File: config.mk
export PLATFORM = sky130hd
export DESIGN_NAME = osc_wake_timer
export DESIGN_NICKNAME = d
export VERILOG_FILES = /design/src/rtl/osc_wake_timer.sv
export SDC_FILE = /design/constraint.sdc
export NUM_CORES = 1
export LEC_CHECK = 0
export BUFFER_PORTS_ARGS = -buffer_cell sky130_fd_sc_hd__buf_2
export CELL_PAD_IN_SITES_DETAIL_PLACEMENT = 1
export CELL_PAD_IN_SITES_GLOBAL_PLACEMENT = 1
export CORE_MARGIN = 2
export CORE_UTILIZATION = 48
export CTS_CLUSTER_SIZE = 25
export DETAILED_ROUTE_END_ITERATION = 16
export PLACE_DENSITY_LB_ADDON = 0.1
export SLEW_MARGIN = 5
export SYNTH_ARGS = -nofsm -noshare
export SYNTH_HDL_FRONTEND = slang
export SYNTH_SLANG_ARGS = --single-unit
File: constraint.sdc
create_clock -name clk_osc -period 5.75 [get_ports clk_osc]
set_input_delay 0 -clock clk_osc [delete_from_list [all_inputs] [get_ports clk_osc]]
set_output_delay 0 -clock clk_osc [all_outputs]
set_load 0.05 [all_outputs]
File: src/rtl/osc_wake_timer.sv
module osc_wake_timer #(
  parameter int XTAL_CYCLES = 992,
  parameter int RC_CYCLES   = 224,
  parameter int FIX_TICKS   = 80
) (
  input  logic       clk_osc,
  input  logic       rst_n,
  input  logic       wake_req,
  input  logic [2:0] src_sel,
  input  logic       fix_tick,
  output logic       clk_en,
  output logic       ready
);

  localparam int MAXC = (XTAL_CYCLES > RC_CYCLES) ? XTAL_CYCLES : RC_CYCLES;
  localparam int CW   = $clog2(MAXC + 1);
  localparam int TW   = $clog2(FIX_TICKS + 1);

  typedef enum logic [1:0] {ST_IDLE, ST_CYC, ST_FIX, ST_RDY} state_t;

  state_t        st;
  logic [CW-1:0] cyc, lim;
  logic [TW-1:0] tck;
  logic [CW-1:0] sel_lim;

  assign sel_lim = (src_sel <= 3'd2) ? CW'(XTAL_CYCLES) : CW'(RC_CYCLES);
  assign clk_en  = ready;

  always_ff @(posedge clk_osc or negedge rst_n) begin
    if (!rst_n) begin
      st    <= ST_IDLE;
      cyc   <= '0;
      tck   <= '0;
      lim   <= '0;
      ready <= 1'b0;
    end else if (wake_req || st == ST_IDLE) begin
      st    <= ST_CYC;
      cyc   <= '0;
      tck   <= '0;
      lim   <= sel_lim;
      ready <= 1'b0;
    end else begin
      case (st)
        ST_CYC:
          if (cyc == lim - CW'(1)) st <= ST_FIX;
          else cyc <= cyc + CW'(1);
        ST_FIX:
          if (fix_tick) begin
            if (tck == TW'(FIX_TICKS - 1)) begin
              st    <= ST_RDY;
              ready <= 1'b1;
            end else begin
              tck <= tck + TW'(1);
            end
          end
        default: ;
      endcase
    end
  end


  wake_clears_ready_chk: assert property (@(posedge clk_osc) disable iff (!rst_n)
    wake_req |=> !ready);


  rise_on_tick_chk: assert property (@(posedge clk_osc) disable iff (!rst_n)
    $rose(ready) |-> $past(fix_tick) && !$past(wake_req));


  ready_hold_chk: assert property (@(posedge clk_osc) disable iff (!rst_n)
    ready && !wake_req |=> ready);


  cycle_bound_chk: assert property (@(posedge clk_osc) disable iff (!rst_n)
    st == ST_CYC |-> cyc < lim);


  tick_bound_chk: assert property (@(posedge clk_osc) disable iff (!rst_n)
    st == ST_FIX |-> tck < TW'(FIX_TICKS));


  limit_stable_chk: assert property (@(posedge clk_osc) disable iff (!rst_n)
    st == ST_CYC && !wake_req |=> $stable(lim));


  ready_state_chk: assert property (@(posedge clk_osc) disable iff (!rst_n)
    ready |-> st == ST_RDY);

endmodule

Word level (Yosys, flattened, before mapping)
Index checks and enable logic that the tools add are counted.
- logic and storage cells: 46
- ROM bits: 0
- bits in latches: 0
- memories: 0
- bits in writable memories: 0
- register bits after elaboration: 30
- output and inout bits: 2
- bitwise logic cells: 0
- multiply operators: 0
- equality and inequality tests: 9
- shifts and indexed selects: 0
- multiplexer cells: 17
- magnitude comparators: 1
- reductions and logical operators: 11
- add/subtract/negate cells: 3
- div/mod/pow operators: 0
- operators with widths (operator ; number):
    two-way mux 10 bit ; 4
    two-way mux 7 bit ; 4
    adder 10 x 1 -> 10 bit (second input constant) ; 1
    equality test 10 bit ; 1
    subtractor 10 x 1 -> 10 bit (second input constant) ; 1
    inequality test 3 bit (second input constant) ; 3
    two-way mux 2 bit ; 4
    nonzero test 2 bit ; 4
    adder 7 x 1 -> 7 bit (second input constant) ; 1
    equality test 7 bit (second input constant) ; 1
    AND reduction 3 bit ; 2
    two-way mux 1 bit ; 4
    inequality test 2 bit (second input constant) ; 2
    case mux 2 bit (2 select lines) ; 1
    AND reduction 4 bit ; 1
    <= comparator 3 x 2 -> 1 bit (second input constant) ; 1
    nonzero test 3 bit ; 1
    equality test 2 x 1 -> 1 bit (second input constant) ; 1
    equality test 2 bit (second input constant) ; 1
    zero test 2 bit ; 1
    AND reduction 2 bit ; 1
    logical OR 1 bit ; 1

Depth between registers and ports, before layout
- word-level depth: 5
- gate-level depth with buffers: 8
- gate-level depth less buffers: 7

Worst setup path after synthesis
Ideal clock, no wire load.
- path kind: register to register
- start: register lim[7]
- end: register st[0]
- stages on the path, launching flop included: 8
- required time: 5.626 ns
- path buffers: 1
- period minus slack after synthesis: 1.948 ns
- path slack: 3.802 ns
- arrival: 1.823 ns
- setup time: 0.124 ns
- path through: dfrtp_1 > ha_1 > xor2_1 > nor4_2 > and2_1 > buf_2 > a31oi_1 > or2_1
- cells in the longest elaborated chain, start to end: 4
- RTL lines (item ; RTL line ; text):
    start: declaration ; 22 ; logic [CW-1:0] cyc, lim;
    start signal: assignment ; 40 ; lim <= sel_lim;
    subtractor 10 x 1 -> 10 bit ; 45 ; if (cyc == lim - CW'(1)) st <= ST_FIX;
    equality test 10 bit ; 45 ;
    inequality test 3 bit (no source line) ; -- ;
    AND reduction 4 bit (no source line) ; -- ;
    end signal: assignment ; 37 ; st <= ST_CYC;
    end signal: assignment ; 45 ;
    end signal: assignment ; 50 ; st <= ST_RDY;
    end: declaration ; 21 ; state_t st;
No other way between the ends.
A chain may end at the register's enable or synchronous reset.

Worst setup path after layout
Ends and elaborated chain as after synthesis.

==> impl_summary.txt <==
----------------------------------------------------
[Status]
  Outcome ... completed

[Floorplan]
  Ports placed on the boundary ... 9
  Initial core utilization ... 0.5015
  Chip height ... 54.65 um
  Die width ... 54.65 um
  Num rows ... 18
  Area of the core ... 2455 um^2
  Area of the die ... 2986 um^2

[Timing]
  Tightest Pin Transition ... 0.5428 ns
  Crit path time final ... 2.202 ns
  Min setup slack post-route ... 3.548 ns
  Accumulated negative setup slack ... 0 ns
  Maximum operating frequency ... 454.1 MHz
  Max Clock Skew ... 0.005476 ns
  Hold Vio Cnt, Final ... 0
  Worst max-slew margin expressed relative to the limit ... 0.6374
  Final setup violation count ... 0
  Max Transition Viols Final ... 0
  Unrepaired setup endpoints after global routing ... no
  Post-route clock period utilization ... 0.3830

[CTS]
  CTS tree ... yes
  Clock latency of the later-clocked register in the worst-skew pair ... 0.32 ns
  Clock Pin Slew Worst Setup and Hold Paths ... 0.13 ns
  CTS H-tree depth ... 1
  Number of CTS-inserted buffers ... 3
  Clock buffer depth ... 2
  Root buffer cell ... clkbuf_4
  Number of clock sinks seen by CTS ... 22
  Number of gates given a new drive strength after cts ... 0

[Setup path]
  Reg-to-reg critical path startpoint ... lim[7]$_DFFE_PN0N_
  Reg2Reg Depth ... 6
  Setup slack on the worst flop-to-flop path ... 3.55 ns
  Endpoint of the worst-slack reg-to-reg timing path ... st[0]$_DFFE_PN0P_
  Capturing element type of the critical path ... register
  Setup crit start kind ... register
  Critical Path AT ... 2.42 ns
  Crit-path max FO ... 8
  Data required, critical path ... 5.97 ns
  Critical path start-end classification ... reg2reg

[Detailed routing]
  Vias ... 1,023
  First-pass iteration count of the detailed router ... 4
  Routed length on met2 ... 1440 um
  Number of remaining DRC errors ... 0
  Vias per cell ... 5.948
  M1 wire length ... 1198 um
  First DRT Iteration DRCs ... 14
  Routed length on met3 ... 57 um
  Uppermost routed layer ... met4
  Drt wl/cell ... 15.97 um
  Total wirelength of the detailed-routed design ... 2747 um
  Number of antenna-violating nets in the routed design ... 0

[Place]
  Placed inst area ... 1274 um^2
  Number of port buffers ... 8
  HPWL after detailed placement ... 1957 um
  Last weighted congestion value of the routability-driven placer ... 0.8099
  Placement-stage worst setup slack ... 3.572 ns

[Synth]
  Synth Warn # ... 0
  Net count after synthesis ... 144
  Syn Inst Count ... 134
  Async set-or-reset flop fraction in the synthesized netlist ... 1.000
  Synth top area cells ... dfrtp_1 (45%), a21oi_1 (4.9%), a31oi_1 (4.1%)
  Mean instance size in the synthesized netlist ... 9.188 um^2
  Cell area after synthesis ... 1231 um^2
  Flip-flop cell with the highest count after synthesis ... dfrtp_1
  Sequential share of the synthesized area ... 0.4472
  Cell type with the highest aggregate area in the netlist ... dfrtp_1
  Yosys top cell area share ... 0.4472
  Number of storage elements in the synthesis netlist ... 22
  Unique cell type count in the Yosys netlist ... 39
  Number of enable-type register cells in the synthesized netlist ... 0

[Min path]
  Min-delay src ... src_sel[1]
  End point of the most critical hold path ... lim[8]$_DFFE_PN0N_
  Worst min-delay path class ... in2reg
  Number of cells traversed by the worst hold path ... 4

[Cells and area]
  Fill cells ... 287
  Area delta synth->final ... 8.842%
  Net count reported at finish ... 153
  Final non-filler cell area ... 1340 um^2
  Fraction of layout cells with a size suffix above 1 ... 0.1197
  Commonest non-fill, non-tap cell in the layout ... dfrtp_1
  Antenna fix cells ... 0
  Top library cells by usage in the layout, fill and taps aside ... dfrtp_1 (22), nand2_1 (12), a21oi_1 (12)

[Pwr]
  Peak supply drop ... 0.0001422 V
  PD cells ... 199.9 nW/um^2
  Static Leak ... 0.5484 nW

[GRT]
  Number of global-route vias before repair ... 1,026
  GRT overflow ... 0
  Initial antenna violation count ... 0
  Aggregate global-route resource usage ... 0.2171
  Maximum number of pins on one net before global-route repair ... 23
  Global-route wire length before repair ... 4554 um

[Run]
  Count of maximum capacitance violations ... 0

----------------------------------------------------
[per-stage QoR]
step	cells	hold WS, ns	total power (W)	utilization
4_1_cts	172	0.01547	0.0002707	0.5459
3_5_place_dp	165	0.0005090	0.0001809	0.5189
6_report	172	0.01554	0.0002678	0.5459
3_3_place_gp	165	-0.004154	0.0001798	0.5189
2_1_floorplan	134	-0.2956	0.0001719	-
5_1_grt	172	0.02580	0.0002790	0.5459
[metal layers]
layer,global-route usage,vias to the layer above
li1,-,500
met3,0.03552,4
met4,0.1042,0
met1,0.2415,507
met2,0.3948,12
met5,0,-
[report_power, final]
group          leakage, nW  switching [W]  internal, W
logic                0.234      0.0000114   0.00000756
clock network       0.0210      0.0000501    0.0000387
registers            0.293     0.00000291     0.000157
[state kept, by name, summed over array words and instances (netlist names)]
signal	count
clk_en	1
st	2
lim	2
cyc	10
tck	7
[synthesized netlist by cell type, types with 2 or more instances]
cell type,n
dfrtp_1,22
a21oi_1,12
nand2_1,12
nor2_1,11
a31oi_1,8
o21ai_0,7
clkbuf_1,5
xor2_1,5
nand2b_1,4
or4_1,4
ha_1,3
inv_1,3
nand3_1,3
xnor2_1,3
a211oi_1,2
and2_1,2
and3_1,2
nand4_1,2
o2111ai_1,2
o211ai_1,2
or3_1,2
[timing repair]
| action | 4_1_cts | 5_1_grt |
|---|---|---|
| hold buffers | 3 | 0 |
| endpoints found under the hold margin | 30 | 0 |
| setup buffers | 0 | 0 |
[cells by family after synthesis]
kind of cell | after synthesis | synth area share
XOR/XNOR | 8 | 0.05691
multiplexers | 1 | 0.008130
flip-flops | 22 | 0.4472
buffers and inverters | 11 | 0.04370
AO/OA/AOI/OAI | 37 | 0.1809
adder cells (fa/ha/maj) | 3 | 0.03049
AND/OR/NAND/NOR | 52 | 0.2327
[worst max-delay path: stages, from the launching register on]
cell and delay, ns:
dfrtp_1 0.44, ha_1 0.32, xor2_1 0.15, nor4_2 0.47, and2_1 0.37, a31oi_1 0.13
or2_1 0.22
[how the worst max path moves through the flow]
stage,startpoint,end,slack [ns],cells after the start
global route,lim[7]$_DFFE_PN0N_,st[0]$_DFFE_PN0P_,3.41,6
floorplan,lim[7]$_DFFE_PN0N_,st[0]$_DFFE_PN0P_,3.80,7
global placement,lim[7]$_DFFE_PN0N_,st[0]$_DFFE_PN0P_,3.69,6
CTS,lim[7]$_DFFE_PN0N_,st[0]$_DFFE_PN0P_,3.56,6
detailed placement,lim[7]$_DFFE_PN0N_,st[0]$_DFFE_PN0P_,3.57,6
finish,lim[7]$_DFFE_PN0N_,st[0]$_DFFE_PN0P_,3.55,6
[area by class of cell]
class                           count  area (um^2)  area share
Timing Repair Buffer               12        77.57     0.05789
Sequential cell                    22        550.5      0.4108
Inverter                            3        11.26    0.008403
Clock buffer                        4        36.28     0.02708
Tap cell                           30        37.54     0.02801
Multi-Input combinational cell    101        626.9      0.4678
Power figures use the tool's default switching activity.
